--- config.mk ---
export PLATFORM = sky130hd
export DESIGN_NAME = lw_exec_unit
export DESIGN_NICKNAME = d
export VERILOG_FILES = /design/src/rtl/lw_exec_pkg.sv /design/src/rtl/lw_decode_check.sv /design/src/rtl/lw_byte_lane.sv /design/src/rtl/lw_pipe_reg.sv /design/src/rtl/lw_exec_unit.sv
export SDC_FILE = /design/constraint.sdc
export NUM_CORES = 1
export LEC_CHECK = 0
export ABC_CLOCK_PERIOD_IN_PS = 2600
export BUFFER_PORTS_ARGS = -buffer_cell sky130_fd_sc_hd__buf_2
export CAP_MARGIN = 40
export CORE_MARGIN = 8
export CORE_UTILIZATION = 44
export DETAILED_ROUTE_END_ITERATION = 12
export HOLD_SLACK_MARGIN = 0.1
export PLACE_DENSITY = 0.95
export SYNTH_ARGS = -nofsm -noshare
export SYNTH_HDL_FRONTEND = slang
export SYNTH_HIERARCHICAL = 1
export SYNTH_SLANG_ARGS = --single-unit
--- constraint.sdc ---
create_clock -name clk -period 2.6 [get_ports clk]
set_input_delay 0.26 -clock clk [delete_from_list [all_inputs] [get_ports clk]]
set_output_delay 0.26 -clock clk [all_outputs]
set_load 0.05 [all_outputs]
--- src/rtl/lw_exec_pkg.sv ---
package lw_exec_pkg;

  localparam logic [5:0] LW_OPCODE = 6'b110010;

  typedef enum logic [4:0] {
    EC_NONE  = 5'b00000,
    EC_ALIGN = 5'b00001,
    EC_PROT  = 5'b10000,
    EC_TLB   = 5'b10010
  } exc_code_e;

  // Control carried from issue to result
  typedef struct packed {
    logic      vld;
    logic      ill;
    logic      exc;
    exc_code_e ec;
    logic [4:0] rd;
    logic      rev;
    logic      um;
    logic      vm;
    logic      msr_upd;
    logic      diz_we;
    logic      wrx_we;
  } lw_ctl_t;

endpackage

--- src/rtl/lw_decode_check.sv ---
module lw_decode_check
  import lw_exec_pkg::*;
#(
  parameter int DATA_W    = 32,
  parameter int REG_IDX_W = 5,
  parameter bit REV_EN    = 1'b1
) (
  input  logic              issue,
  input  logic [DATA_W-1:0] instr,
  input  logic [DATA_W-1:0] opa,
  input  logic [DATA_W-1:0] opb,
  input  logic              um,
  input  logic              vm,
  input  logic              tlb_miss,
  input  logic              prot_hit,
  output logic [DATA_W-1:0] ea,
  output logic              rd_go,
  output lw_ctl_t           ctl
);

  localparam int OPC_LSB  = DATA_W - 6;
  localparam int RD_LSB   = OPC_LSB - REG_IDX_W;
  localparam int REV_BIT  = DATA_W - 22;
  localparam int ALIGN_W  = 2;

  logic fmt_ok, rev_flag, ill, tlb_f, prot_f, mis;
  logic unused_fields;

  assign ea            = opa + opb;
  assign rev_flag      = instr[REV_BIT];
  assign fmt_ok        = (instr[DATA_W-1:OPC_LSB] == LW_OPCODE) &&
                         (instr[REV_BIT-1:0] == '0);
  assign ill           = !fmt_ok || (rev_flag && !REV_EN);
  assign tlb_f         = tlb_miss && vm;
  assign prot_f        = prot_hit && um && vm;
  assign mis           = |ea[ALIGN_W-1:0];
  assign unused_fields = ^instr[RD_LSB-1:REV_BIT+1];

  assign rd_go = issue && !ill && !tlb_f && !prot_f && !mis;

  always_comb begin
    ctl     = '0;
    ctl.ec  = EC_NONE;
    ctl.vld = issue;
    ctl.rd  = instr[RD_LSB +: REG_IDX_W];
    ctl.rev = rev_flag;
    ctl.um  = um;
    ctl.vm  = vm;
    if (ill) begin
      ctl.ill = 1'b1;
    end else if (tlb_f) begin
      ctl.exc     = 1'b1;
      ctl.ec      = EC_TLB;
      ctl.msr_upd = 1'b1;
    end else if (prot_f) begin
      ctl.exc     = 1'b1;
      ctl.ec      = EC_PROT;
      ctl.msr_upd = 1'b1;
      ctl.diz_we  = 1'b1;
    end else if (mis) begin
      ctl.exc    = 1'b1;
      ctl.ec     = EC_ALIGN;
      ctl.wrx_we = 1'b1;
    end
  end

endmodule

--- src/rtl/lw_byte_lane.sv ---
module lw_byte_lane #(
  parameter int DATA_W = 32
) (
  input  logic              rev,
  input  logic [DATA_W-1:0] din,
  output logic [DATA_W-1:0] dout
);

  localparam int NBYTES = DATA_W / 8;

  logic [DATA_W-1:0] swapped;

  for (genvar g = 0; g < NBYTES; g++) begin : g_lane
    assign swapped[g*8 +: 8] = din[(NBYTES-1-g)*8 +: 8];
  end

  assign dout = rev ? swapped : din;

endmodule

--- src/rtl/lw_pipe_reg.sv ---
module lw_pipe_reg #(
  parameter int W = 8
) (
  input  logic         clk,
  input  logic         rst_n,
  input  logic         en,
  input  logic [W-1:0] d,
  output logic [W-1:0] q
);

  logic [W-1:0] q_nxt;

  always_comb begin
    q_nxt = q;
    if (en) q_nxt = d;
  end

  always_ff @(posedge clk or negedge rst_n) begin
    if (!rst_n) q <= '0;
    else        q <= q_nxt;
  end

endmodule

--- src/rtl/lw_exec_unit.sv ---
module lw_exec_unit
  import lw_exec_pkg::*;
#(
  parameter int DATA_W    = 32,
  parameter int REG_IDX_W = 5,
  parameter int LATENCY   = 1,
  parameter bit REV_EN    = 1'b1
) (
  input  logic                 clk,
  input  logic                 rst_n,
  input  logic                 issue_i,
  input  logic [DATA_W-1:0]    instr_i,
  input  logic [DATA_W-1:0]    opa_i,
  input  logic [DATA_W-1:0]    opb_i,
  input  logic                 um_i,
  input  logic                 vm_i,
  input  logic                 tlb_miss_i,
  input  logic                 prot_hit_i,
  output logic                 mem_re_o,
  output logic [DATA_W-1:0]    mem_addr_o,
  input  logic [DATA_W-1:0]    mem_rdata_i,
  output logic                 rf_we_o,
  output logic [REG_IDX_W-1:0] rf_waddr_o,
  output logic [DATA_W-1:0]    rf_wdata_o,
  output logic                 exc_valid_o,
  output logic                 esr_we_o,
  output logic [4:0]           esr_ec_o,
  output logic                 esr_s_o,
  output logic                 esr_diz_we_o,
  output logic                 esr_diz_o,
  output logic                 esr_wrx_we_o,
  output logic                 esr_w_o,
  output logic [REG_IDX_W-1:0] esr_rx_o,
  output logic                 msr_we_o,
  output logic                 msr_um_o,
  output logic                 msr_vm_o,
  output logic                 msr_ums_o,
  output logic                 msr_vms_o,
  output logic                 illegal_o
);

  localparam int CTL_W = $bits(lw_ctl_t);
  localparam int RES_W = CTL_W + DATA_W;

  // Reset: asserted asynchronously, released through two flops
  logic [1:0] rst_sync_q, rst_sync_d;
  logic       run_ok;

  assign rst_sync_d = {rst_sync_q[0], 1'b1};

  always_ff @(posedge clk or negedge rst_n) begin
    if (!rst_n) rst_sync_q <= '0;
    else        rst_sync_q <= rst_sync_d;
  end

  assign run_ok = rst_sync_q[1];

  // Issue stage
  logic              issue_ok, rd_go;
  logic [DATA_W-1:0] ea;
  lw_ctl_t           ctl_iss, ctl_s1;

  assign issue_ok = issue_i && run_ok;

  lw_decode_check #(
    .DATA_W    (DATA_W),
    .REG_IDX_W (REG_IDX_W),
    .REV_EN    (REV_EN)
  ) u_decode (
    .issue    (issue_ok),
    .instr    (instr_i),
    .opa      (opa_i),
    .opb      (opb_i),
    .um       (um_i),
    .vm       (vm_i),
    .tlb_miss (tlb_miss_i),
    .prot_hit (prot_hit_i),
    .ea       (ea),
    .rd_go    (rd_go),
    .ctl      (ctl_iss)
  );

  assign mem_re_o   = rd_go;
  assign mem_addr_o = ea;

  // Stage 1: control aligned with returning memory data
  logic s1_en;
  assign s1_en = issue_ok || ctl_s1.vld;

  lw_pipe_reg #(.W(CTL_W)) u_s1 (
    .clk   (clk),
    .rst_n (rst_sync_q[1]),
    .en    (s1_en),
    .d     (ctl_iss),
    .q     (ctl_s1)
  );

  logic [DATA_W-1:0] fmt_data;

  lw_byte_lane #(.DATA_W(DATA_W)) u_lane (
    .rev  (ctl_s1.rev),
    .din  (mem_rdata_i),
    .dout (fmt_data)
  );

  // Optional result stage
  lw_ctl_t           ctl_fin;
  logic [DATA_W-1:0] data_fin;

  if (LATENCY == 2) begin : g_lat2
    logic [RES_W-1:0] res_q;
    logic             s2_en;
    lw_ctl_t          ctl_s2;

    assign ctl_s2 = lw_ctl_t'(res_q[RES_W-1:DATA_W]);
    assign s2_en  = ctl_s1.vld || ctl_s2.vld;

    lw_pipe_reg #(.W(RES_W)) u_s2 (
      .clk   (clk),
      .rst_n (rst_sync_q[1]),
      .en    (s2_en),
      .d     ({ctl_s1, fmt_data}),
      .q     (res_q)
    );

    assign ctl_fin  = ctl_s2;
    assign data_fin = res_q[DATA_W-1:0];
  end else begin : g_lat1
    assign ctl_fin  = ctl_s1;
    assign data_fin = fmt_data;
  end

  // Result outputs
  logic exc_now;
  assign exc_now = ctl_fin.vld && ctl_fin.exc;

  assign rf_we_o      = ctl_fin.vld && !ctl_fin.ill && !ctl_fin.exc;
  assign rf_waddr_o   = ctl_fin.rd;
  assign rf_wdata_o   = data_fin;
  assign exc_valid_o  = exc_now;
  assign esr_we_o     = exc_now;
  assign esr_ec_o     = ctl_fin.ec;
  assign esr_s_o      = 1'b0;
  assign esr_diz_we_o = exc_now && ctl_fin.diz_we;
  assign esr_diz_o    = 1'b0;
  assign esr_wrx_we_o = exc_now && ctl_fin.wrx_we;
  assign esr_w_o      = 1'b1;
  assign esr_rx_o     = ctl_fin.rd;
  assign msr_we_o     = exc_now && ctl_fin.msr_upd;
  assign msr_um_o     = 1'b0;
  assign msr_vm_o     = 1'b0;
  assign msr_ums_o    = ctl_fin.um;
  assign msr_vms_o    = ctl_fin.vm;
  assign illegal_o    = ctl_fin.vld && ctl_fin.ill;

endmodule

==> results of run 1 <==
==> cells by family (layout without fill, tap and decap cells) <==
kind of cell	count (synthesis)	count (layout)	share of synthesized area, %
AOI/OAI and AO/OA	105	105	21.4
DFF	21	21	14.9
xor gates and xnor gates	27	27	6.70
adders and majority gates	32	32	11.6
and+or+nand+nor	94	94	15.2
other	3	9	0.319
muxes	52	52	20.8
buffers and inverters	40	274	9.12
==> layer usage <==
layer	GRT usage (%)	part of all wire, %	vias up
li1	-	-	1861
met1	24.9	33	2008
met2	49.2	53	280
met3	5.30	7.5	84
met4	14.8	6.2	2
met5	0	0.077	-
==> through the flow <==
step | cell area [sq um] | power [mW] | worst slack (ns)
2_1_floorplan | 3710 | 2.39 | -0.108
3_3_place_gp | 4970 | 2.84 | -0.190
3_5_place_dp | 4970 | 2.90 | -0.247
4_1_cts | 5300 | 3.24 | -0.0301
5_1_grt | 5500 | 3.46 | -0.131
6_report | 5500 | 3.33 | -0.0225
==> area by class of cell <==
type | instances | area, sq um
Multi-Input combinational cell | 318 | 3190
Fill cell | 559 | 2270
Timing Repair Buffer | 267 | 1600
Sequential cell | 21 | 527
Tap cell | 102 | 128
Clock buffer | 3 | 41.3
Inverter | 3 | 11.3
Clock inverter | 1 | 5.00
Antenna cell | 1 | 2.50
==> what timing repair did <==
item / CTS / global route
endpoints found under the hold margin: 2 / 0
pin swaps: 11 / 21
gates resized for setup: 48 / 39
buffers inserted: 1 / 4
hold buffers: 1 / 0
endpoints found under the setup margin: 16 / 20
==> sequential cells by signal (all words and copies together) (netlist names) <==
| name | count |
|---|---|
| rst_sync_q | 2 |
| u_s1/q | 19 |
==> power by group through the flow <==
stage | sequential (mW) | clock, mW | combinational [mW]
floorplan | 0.553 | 0 | 1.84
global placement | 0.435 | 0 | 2.41
detailed placement | 0.444 | 0 | 2.46
CTS | 0.439 | 0.219 | 2.58
global route | 0.449 | 0.236 | 2.77
finish | 0.439 | 0.212 | 2.68
==> worst max path at each step <==
stage | startpoint | end | slack (ns) | cells after the start
after floorplan | opa_i[18] | mem_addr_o[25] | -0.11 | 7
after global placement | opa_i[11] | mem_addr_o[20] | -0.19 | 9
after detailed placement | opb_i[0] | mem_addr_o[22] | -0.25 | 11
after CTS | opb_i[8] | mem_addr_o[20] | -0.03 | 9
after global routing | opa_i[18] | mem_addr_o[25] | -0.13 | 10
final | opa_i[9] | mem_addr_o[25] | -0.02 | 11
==> layout by cell type (no fill, tap or decap), types with 4 or more instances in the layout <==
master    count
ha_1         20
a21o_1       17
and3_1        9
nand2_1      18
conb_1        8
buf_2       193
nand3_1       6
buf_6        13
a211oi_1      4
xor2_1        7
o21ai_0      11
nand4_1       4
xor2_2        7
and2_1        9
o21a_1        7
xnor2_1       8
mux2_4       40
nor2_1       12
dfrtp_1      20
buf_4        55
mux2_2       11
a21oi_1      20
ha_4         11
==> results_dict.tcl, run 1 <==
set metrics [dict create \
    status "complete, but fails checks" \
    violations "negative setup slack" \
    tritoncts "done" \
    io_pins 229 \
    cts_root_buf "clkbuf_8" \
    syn_avg_cell_area_sq_um 9.43 \
    synth_most_common_cell "mux2_4" \
    setup_viol 3 \
    ys_dominant_reg_cell "dfrtp_1" \
    ant_nets 0 \
    route.final.wire_length_mm 15.5 \
    syn_area_sq_um 3530 \
    clock_latency_ns 0.26 \
    layout-drive-gt1-share_pct 63.9 \
    r2r_cells 2 \
    path_clk_slew_ns 0.08 \
    dp_hpwl_mm 12.5 \
    required_ns 2.34 \
    pwr-share-clk_pct 6.4 \
    track_usage_pct 25.7 \
    fin_worst_skew_ns 0.00196 \
    timing.final.crit_share_pct 101 \
    pwr-share-comb_pct 80.4 \
    p_per_area_nw_per_um2 605 \
    syn-instance-count 374 \
    crit_buf_inv 4 \
    antenna_found_initial 2 \
    yosysTopAreaCell "mux2_4" \
    hold_viol_final 0 \
    place_inst 706 \
    p_leak_nw 2.79 \
    maxSlewViolCount 0 \
    avgViaCountPerCell 5.91 \
    crit_chain "buf_2 -> ha_4 -> buf_4 -> nand2_1 -> nor2_1 -> a211oi_1 -> buf_4 -> a2111o_1 -> nand2_1 -> a311oi_2 -> buf_6" \
    core_sq_um 7770 \
    whs_ns 0.195 \
    start_util_pct 45.4 \
    cts.sinks 21 \
    wl_per_cell_microns 21.6 \
    io_buffers 213 \
    setup-tns-final_ns -0.0281 \
    p_int_mw 1.43 \
    synth-edff-count 0 \
    fin_util_pct 70.8 \
    syn2layout_area_growth_pct 55.9 \
    critPathKind "in2out" \
    reg2reg_slack_ns 0.88 \
    fin_crit_ns 2.62 \
    fp.dieH_microns 106 \
    rsz0062_at_grt "yes" \
    critPathMaxFanout 5 \
    hold_class "reg2async" \
    cp_slowest_cell "a311oi_2" \
    ys_seq_area_share_pct 14.9 \
    end_kind "output pin" \
    relSlewSlack_pct 65.3 \
    synth-seq-cells 21 \
    max_stage_delay_ns 0.35 \
    grt_pass1_wl_mm 23.6 \
    startpoint_type "primary input" \
    power_frac_seq_pct 13.2 \
    drtIter0Drc 221 \
    ir_drop_uv 292 \
    crit_family "compound AO/OA/AOI/OAI gates" \
    grt_pass1_vias 4616 \
    drt-pass1-iter-count 5 \
    synth.cells.most_frequent "40 x mux2_4, 31 x ha_1, 23 x buf_4, 22 x a21oi_1, 21 x dfrtp_1" \
    yosysUniqueCellTypes 68 \
    p_sw_share_pct 56.9 \
    gp_congestion 1.07 \
    critPathArrivalTime_ns 2.36 \
    die_w_microns 106 \
    numCtsBuffers 3 \
    tightest_slew_ns 0.521 \
    gr-total-overflow 0 \
    clock_path_buffers 2 \
    dieArea_sq_um 11100 \
    vias 4235 \
    p_sw_mw 1.89 \
    timing.rr.start "rst_sync_q[1]" \
    async_reset_ff_share_pct 100 \
    timing.fmax_mhz 381 \
    yosys_warnings 6 \
    synthTopCellsByArea "mux2_4 17%, dfrtp_1 15%, ha_1 11%" \
    rr_endpoint "u_s1/q[2]" \
    nets 781 \
    grt_start_max_net_pins 21 \
    remaining_drc_errors 0 \
    synth_top_area_share_pct 17.0 \
    drv_cap 0 \
    worst_slack_ns -0.0225 \
    fp-row-count 32 \
    h-tree-depth 1 \
    final_cell_count_no_fill 716 \
]
Note: power is estimated with default switching activity, not from simulation.
==> run 2: changes to the inputs <==
--- a/config.mk
+++ b/config.mk
@@ -6,13 +6,13 @@
 export NUM_CORES = 1
 export LEC_CHECK = 0
 export ABC_CLOCK_PERIOD_IN_PS = 2600
-export BUFFER_PORTS_ARGS = -buffer_cell sky130_fd_sc_hd__buf_2
 export CAP_MARGIN = 40
 export CORE_MARGIN = 8
-export CORE_UTILIZATION = 44
+export CORE_UTILIZATION = 62
 export DETAILED_ROUTE_END_ITERATION = 12
+export DONT_BUFFER_PORTS = 1
 export HOLD_SLACK_MARGIN = 0.1
-export PLACE_DENSITY = 0.95
+export PLACE_DENSITY = 0.9
 export SYNTH_ARGS = -nofsm -noshare
 export SYNTH_HDL_FRONTEND = slang
 export SYNTH_HIERARCHICAL = 1
==> run 2 against run 1 <==
  * The flow now finishes without violations
  * Routed wire length decreased by 24%
  * Flip-flop and latch count unchanged
  * Power decreased by 4.2%
==> results_dict.tcl, run 2 (same netlist as run 1, synthesis figures left out) <==
set metrics [dict create \
    fp-row-count 27 \
    p_per_area_nw_per_um2 725 \
    n_fill_cell 346 \
    numCtsBuffers 3 \
    grt_start_max_net_pins 34 \
    drtIter0Drc 170 \
    met1_usage_pct 23.2 \
    setup-tns-final_ns 0 \
    core_sq_um 5510 \
    place_inst 473 \
    max_stage_delay_ns 0.53 \
    layout-drive-gt1-share_pct 41.7 \
    grt_pass1_vias 3257 \
    tritoncts "done" \
    gp_congestion 0.972 \
    pre_cts_slack_ns -0.0833 \
    fin_worst_skew_ns 0.00336 \
    p_int_mw 1.41 \
    nets 576 \
    timing.fmax_mhz 394 \
    clock_path_buffers 2 \
    p_sw_mw 1.78 \
    p_sw_share_pct 55.8 \
    rsz0062_at_grt "yes" \
    cts_root_buf "clkbuf_8" \
    critPathArrivalTime_ns 2.28 \
    use_met3_pct 6.17 \
    status "completed" \
    tightest_slew_ns 0.916 \
    hold_viol_final 0 \
    clock_latency_ns 0.25 \
    track_usage_pct 25.0 \
    wl_per_cell_microns 24.6 \
    dp_hpwl_mm 9.84 \
    final_cell_count_no_fill 480 \
    busiest_layer "met2" \
    placed_area_sq_um 4180 \
    fp.dieH_microns 91.4 \
    vias 3217 \
    diodes 0 \
    design_power_total_mw 3.19 \
    timing.final.crit_share_pct 97.7 \
    design_area_sq_um 4400 \
    gr-total-overflow 0 \
    die_w_microns 91.4 \
    pwr-share-clk_pct 6.7 \
    antenna_found_initial 0 \
    dieArea_sq_um 8360 \
    final_cell_mix "42 x buf_4, 40 x mux2_4, 27 x ha_1" \
    whs_ns 0.148 \
    power_frac_seq_pct 17.5 \
    cp_slowest_cell "or4_4" \
    io_buffers 0 \
    critPathMaxFanout 4 \
    worst_slack_ns 0.0594 \
    remaining_drc_errors 0 \
    route.final.wire_length_mm 11.8 \
    grt_pass1_wl_mm 17.1 \
    pwr-share-comb_pct 75.8 \
    fin_util_pct 79.8 \
    startpoint_type "primary input" \
    critPathKind "in2out" \
    syn2layout_area_growth_pct 24.7 \
    io_pins 229 \
    grt_util_met2_pct 50.8 \
    end_kind "output pin" \
    largest_reg_flops 19 \
    ant_nets 0 \
    h-tree-depth 1 \
    top_regs "u_s1/q: 19 flops, rst_sync_q: 2 flops" \
    hold_class "in2reg" \
    drt-pass1-iter-count 5 \
    relSlewSlack_pct 38.9 \
    maxSlewViolCount 0 \
    start_util_pct 64.1 \
    avgViaCountPerCell 6.70 \
    largest_register "u_s1/q" \
    p_leak_nw 2.01 \
    path_clk_slew_ns 0.08 \
    cts.sinks 21 \
    crit_chain "ha_1 -> nand4_4 -> or4_4 -> o221a_4 -> a21oi_4 -> mux2i_1 -> o311a_2 -> buf_12" \
    drv_cap 0 \
    required_ns 2.34 \
    ir_drop_uv 516 \
    final_common_cell "buf_4" \
    fin_crit_ns 2.54 \
    setup_viol 0 \
]
[run 2: power by group through the flow]
stage / combinational (mW) / sequential (mW) / clock (mW)
2_1_floorplan: 1.84 / 0.553 / 0
3_3_place_gp: 2.03 / 0.704 / 0
3_5_place_dp: 2.36 / 0.566 / 0
4_1_cts: 2.38 / 0.559 / 0.216
5_1_grt: 2.49 / 0.567 / 0.233
6_report: 2.42 / 0.558 / 0.213
[run 2: final timing paths]
path,start,end,slack (ns),depth (start not counted)
min reg2reg,rst_sync_q[1],u_s1/q[2],0.30,1
max,opa_i[10],mem_addr_o[20],0.06,8
max reg2reg,u_s1/q[18],u_s1/q[4],1.15,2
min,instr_i[24],u_s1/q[9],0.15,1
max in group asynchronous,rst_sync_q[1],u_s1/q[18],1.75,1
min in group asynchronous,rst_n,rst_sync_q[0],0.24,1
[run 2: layer usage]
metal	vias up	part of all wire, %
met5	-	0
met4	0	2.5
met3	35	8.7
met2	213	56
met1	1517	33
li1	1452	-
[run 2: area by class of cell]
type	count	area (sq um)	share of cell area, %
timing repair buffer	62	716	16.3
clock inverter	1	7.51	0.171
inverter	3	11.3	0.256
clock buffer	3	41.3	0.939
tap	72	90.1	2.05
sequential	21	527	12.0
multi-input combinational	318	3000	68.3
[run 2: timing repair]
item	in CTS	in global routing
setup endpoints to repair	5	11
hold endpoints to repair	5	0
resized for setup	5	21
buffers inserted	0	1
pin swaps	2	3
cloned	0	0
hold buffers	2	0
[run 2: critical path, delay by kind of cell]
family,cells,cell delay (ns)
AO/OA/AOI/OAI,3,0.66
adder cells (fa/ha/maj),1,0.34
buffers and inverters,1,0.14
multiplexers,1,0.21
AND/OR/NAND/NOR,2,0.67
==> run 3: changes to the inputs <==
--- a/config.mk
+++ b/config.mk
@@ -5,7 +5,7 @@
 export SDC_FILE = /design/constraint.sdc
 export NUM_CORES = 1
 export LEC_CHECK = 0
-export ABC_CLOCK_PERIOD_IN_PS = 2600
+export ABC_CLOCK_PERIOD_IN_PS = 2350
 export CAP_MARGIN = 40
 export CORE_MARGIN = 8
 export CORE_UTILIZATION = 62
==> constraint.sdc (replaced) <==
create_clock -name clk -period 2.35 [get_ports clk]
set_input_delay 0.235 -clock clk [delete_from_list [all_inputs] [get_ports clk]]
set_output_delay 0.235 -clock clk [all_outputs]
set_load 0.05 [all_outputs]
==> run 3 against run 2 <==
  * The run now fails in global routing (5_1_grt)
  * Area after synthesis stayed put
  * Synthesized cell count unchanged
==> results_dict.tcl, run 3 <==
set metrics [dict create \
    status "did not finish" \
    lastStage "global routing (5_1_grt)" \
    error_message "[ERROR GRT-0232] Routing congestion too high. Check the congestion heatmap in the GUI." \
    io_buffers 0 \
    cts.sinks 21 \
    synth.cells.most_frequent "40 x mux2_4, 31 x ha_1, 23 x buf_4, 22 x a21oi_1, 21 x dfrtp_1" \
    dp_hpwl_mm 11.7 \
    yosys_warnings 6 \
    synth_top_area_share_pct 17.0 \
    clock_path_buffers 2 \
    worstEndpointType "top-level output" \
    yosysUniqueCellTypes 68 \
    gp_congestion 1.01 \
    async_reset_ff_share_pct 100 \
    syn-instance-count 374 \
    fp.dieH_microns 91.4 \
    synth-edff-count 0 \
    numCtsBuffers 3 \
    io_pins 229 \
    die_w_microns 91.4 \
    ys_dominant_reg_cell "dfrtp_1" \
    yosysTopAreaCell "mux2_4" \
    gr-total-overflow 573 \
    pre_cts_slack_ns -0.263 \
    synth-seq-cells 21 \
    syn_avg_cell_area_sq_um 9.43 \
    ys_seq_area_share_pct 14.9 \
    placed_area_sq_um 4860 \
    crit_endpoint "mem_addr_o[24]" \
    place_inst 509 \
    fp-row-count 27 \
    grt_start_max_net_pins 34 \
    track_usage_pct 88.8 \
    start_util_pct 64.1 \
    synth_most_common_cell "mux2_4" \
    h-tree-depth 1 \
    synthTopCellsByArea "mux2_4 17%, dfrtp_1 15%, ha_1 11%" \
    cts_root_buf "clkbuf_8" \
    syn_area_sq_um 3530 \
]
## run 3: through the flow
stage	hold slack [ns]	util, %
floorplan	-0.0606	-
global placement	-0.0605	85.7
detailed placement	-0.0604	88.2
CTS	0.117	94.2
## run 3: kinds of logic after synthesis
logic type               share of synthesized area (%)
AO/OA/AOI/OAI                                     21.4
XOR/XNOR                                          6.70
adder cells (fa/ha/maj)                           11.6
buffers and inverters                             9.12
flip-flops                                        14.9
multiplexers                                      20.8
other                                            0.319
AND/OR/NAND/NOR                                   15.2
## run 3: timing repair
action,in CTS
hold buffers,1
resized for setup,35
setup endpoints to repair,16
endpoints found under the hold margin,2
setup buffers,5
pin swaps,23
## run 3: metal layers
metal / GRT overflow / GRT usage [%]
met1: 1 / 78.9
met2: 382 / 113
met3: 6 / 71.3
met4: 179 / 103
met5: 5 / 31.5
==> run 4: changes to the inputs <==
--- a/config.mk
+++ b/config.mk
@@ -8,11 +8,10 @@
 export ABC_CLOCK_PERIOD_IN_PS = 2350
 export CAP_MARGIN = 40
 export CORE_MARGIN = 8
-export CORE_UTILIZATION = 62
+export CORE_UTILIZATION = 40
 export DETAILED_ROUTE_END_ITERATION = 12
 export DONT_BUFFER_PORTS = 1
-export HOLD_SLACK_MARGIN = 0.1
-export PLACE_DENSITY = 0.9
+export PLACE_DENSITY_LB_ADDON = 0.15
 export SYNTH_ARGS = -nofsm -noshare
 export SYNTH_HDL_FRONTEND = slang
 export SYNTH_HIERARCHICAL = 1
==> run 4 against run 3 <==
  * The flow now finishes, with violations (negative setup slack)
==> results_dict.tcl, run 4 (same netlist as run 1, synthesis figures left out) <==
set metrics [dict create \
    route.final.wire_length_mm 11.5 \
    max_stage_delay_ns 0.44 \
    design_power_total_mw 3.87 \
    worst_slack_ns -0.0287 \
    relSlewSlack_pct 60.1 \
    critPathArrivalTime_ns 2.14 \
    fp.dieH_microns 110 \
    drtIter0Drc 67 \
    p_per_area_nw_per_um2 722 \
    dieArea_sq_um 12100 \
    pre_cts_slack_ns -0.242 \
    syn2layout_area_growth_pct 51.8 \
    die_w_microns 110 \
    hold_viol_final 0 \
    layout-drive-gt1-share_pct 56.1 \
    path_clk_slew_ns 0.07 \
    drv_cap 0 \
    grt_pass1_vias 3427 \
    numCtsBuffers 3 \
    clock_path_buffers 2 \
    antenna_found_initial 0 \
    final_common_cell "buf_4" \
    grt_pass1_wl_mm 16.8 \
    ir_drop_uv 689 \
    dp_hpwl_mm 9.79 \
    setup-tns-final_ns -0.0666 \
    drt-pass1-iter-count 4 \
    io_buffers 0 \
    cp_slowest_cell "or4_4" \
    track_usage_pct 17.0 \
    crit_buf_inv 0 \
    grt_start_max_net_pins 34 \
    fp-row-count 34 \
    cts.sinks 21 \
    ant_nets 0 \
    vias 3206 \
    clock_latency_ns 0.25 \
    gr-total-overflow 0 \
    rsz0062_at_grt "yes" \
    fin_crit_ns 2.38 \
    violations "negative setup slack" \
    top_regs "u_s1/q: 19 flops, rst_sync_q: 2 flops" \
    io_pins 229 \
    core_sq_um 8640 \
    avgViaCountPerCell 5.76 \
    nets 617 \
    final_cell_mix "71 x buf_4, 40 x mux2_4, 21 x buf_12" \
    wl_per_cell_microns 20.6 \
    setup_viol 4 \
    h-tree-depth 1 \
    crit_chain "ha_4 -> nand4_4 -> or4_4 -> o221a_4 -> a21oi_4 -> mux2i_1 -> o311a_4" \
    startpoint_type "primary input" \
    crit_family "compound AO/OA/AOI/OAI gates" \
    timing.fmax_mhz 420 \
    remaining_drc_errors 0 \
    hold_class "in2reg" \
    tritoncts "done" \
    end_kind "output pin" \
    largest_register "u_s1/q" \
    largest_reg_flops 19 \
    critPathKind "in2out" \
    p_leak_nw 2.32 \
    cts_root_buf "clkbuf_8" \
    gp_congestion 0.845 \
    maxSlewViolCount 0 \
    critPathMaxFanout 5 \
    fin_worst_skew_ns 0.00130 \
    status "complete, but fails checks" \
    timing.final.crit_share_pct 101 \
    tightest_slew_ns 0.591 \
    start_util_pct 40.8 \
    required_ns 2.12 \
    diodes 0 \
]
run 4: layout make-up:
cell class / count / area [sq um]
Multi-Input combinational cell: 318 / 3480
Clock inverter: 1 / 5.00
Fill cell: 707 / 3280
Sequential cell: 21 / 527
Tap cell: 108 / 135
Timing Repair Buffer: 103 / 1160
Clock buffer: 3 / 41.3
Inverter: 3 / 11.3
run 4: layer usage:
layer | GRT usage (%) | wire (microns) | vias up
li1 | - | - | 1531
met5 | 0 | 0 | -
met1 | 20.8 | 4590 | 1537
met2 | 30.2 | 5860 | 132
met3 | 3.52 | 969 | 6
met4 | 3.09 | 74 | 0
run 4: final timing paths:
kind / from / to / slack, ns / cells after the start
worst min register to register: rst_sync_q[1] / u_s1/q[2] / 0.22 / 1
worst max register to register: u_s1/q[18] / u_s1/q[2] / 0.92 / 2
worst min-delay path: instr_i[24] / u_s1/q[9] / 0.13 / 1
max in group asynchronous: rst_sync_q[1] / u_s1/q[5] / 1.91 / 1
worst max-delay path: opa_i[8] / mem_addr_o[20] / -0.03 / 7
min in group asynchronous: rst_n / rst_sync_q[0] / 0.21 / 1
run 4: repair_timing:
action | 4_1_cts | 5_1_grt
hold buffers | 1 | 0
endpoints found under the hold margin | 2 | 0
gates cloned | 0 | 0
setup endpoints to repair | 17 | 19
resized for setup | 28 | 27
setup buffers | 5 | 4
pin swaps | 29 | 17
run 4: per-stage QoR:
step	hold WS, ns	cell area (sq um)	utilization (%)	instances
6_report	0.129	5350	62.0	557
5_1_grt	0.112	5350	62.0	557
4_1_cts	0.122	5190	60.1	553
3_5_place_dp	-0.0604	4900	56.7	543
3_3_place_gp	-0.0604	4760	55.1	538
2_1_floorplan	-0.0606	4030	-	379
run 4: report_power, final:
| group | internal, mW | total (mW) | switching (mW) |
|---|---|---|---|
| clock | 0.118 | 0.229 | 0.111 |
| combinational | 1.31 | 3.10 | 1.79 |
| sequential | 0.414 | 0.539 | 0.125 |
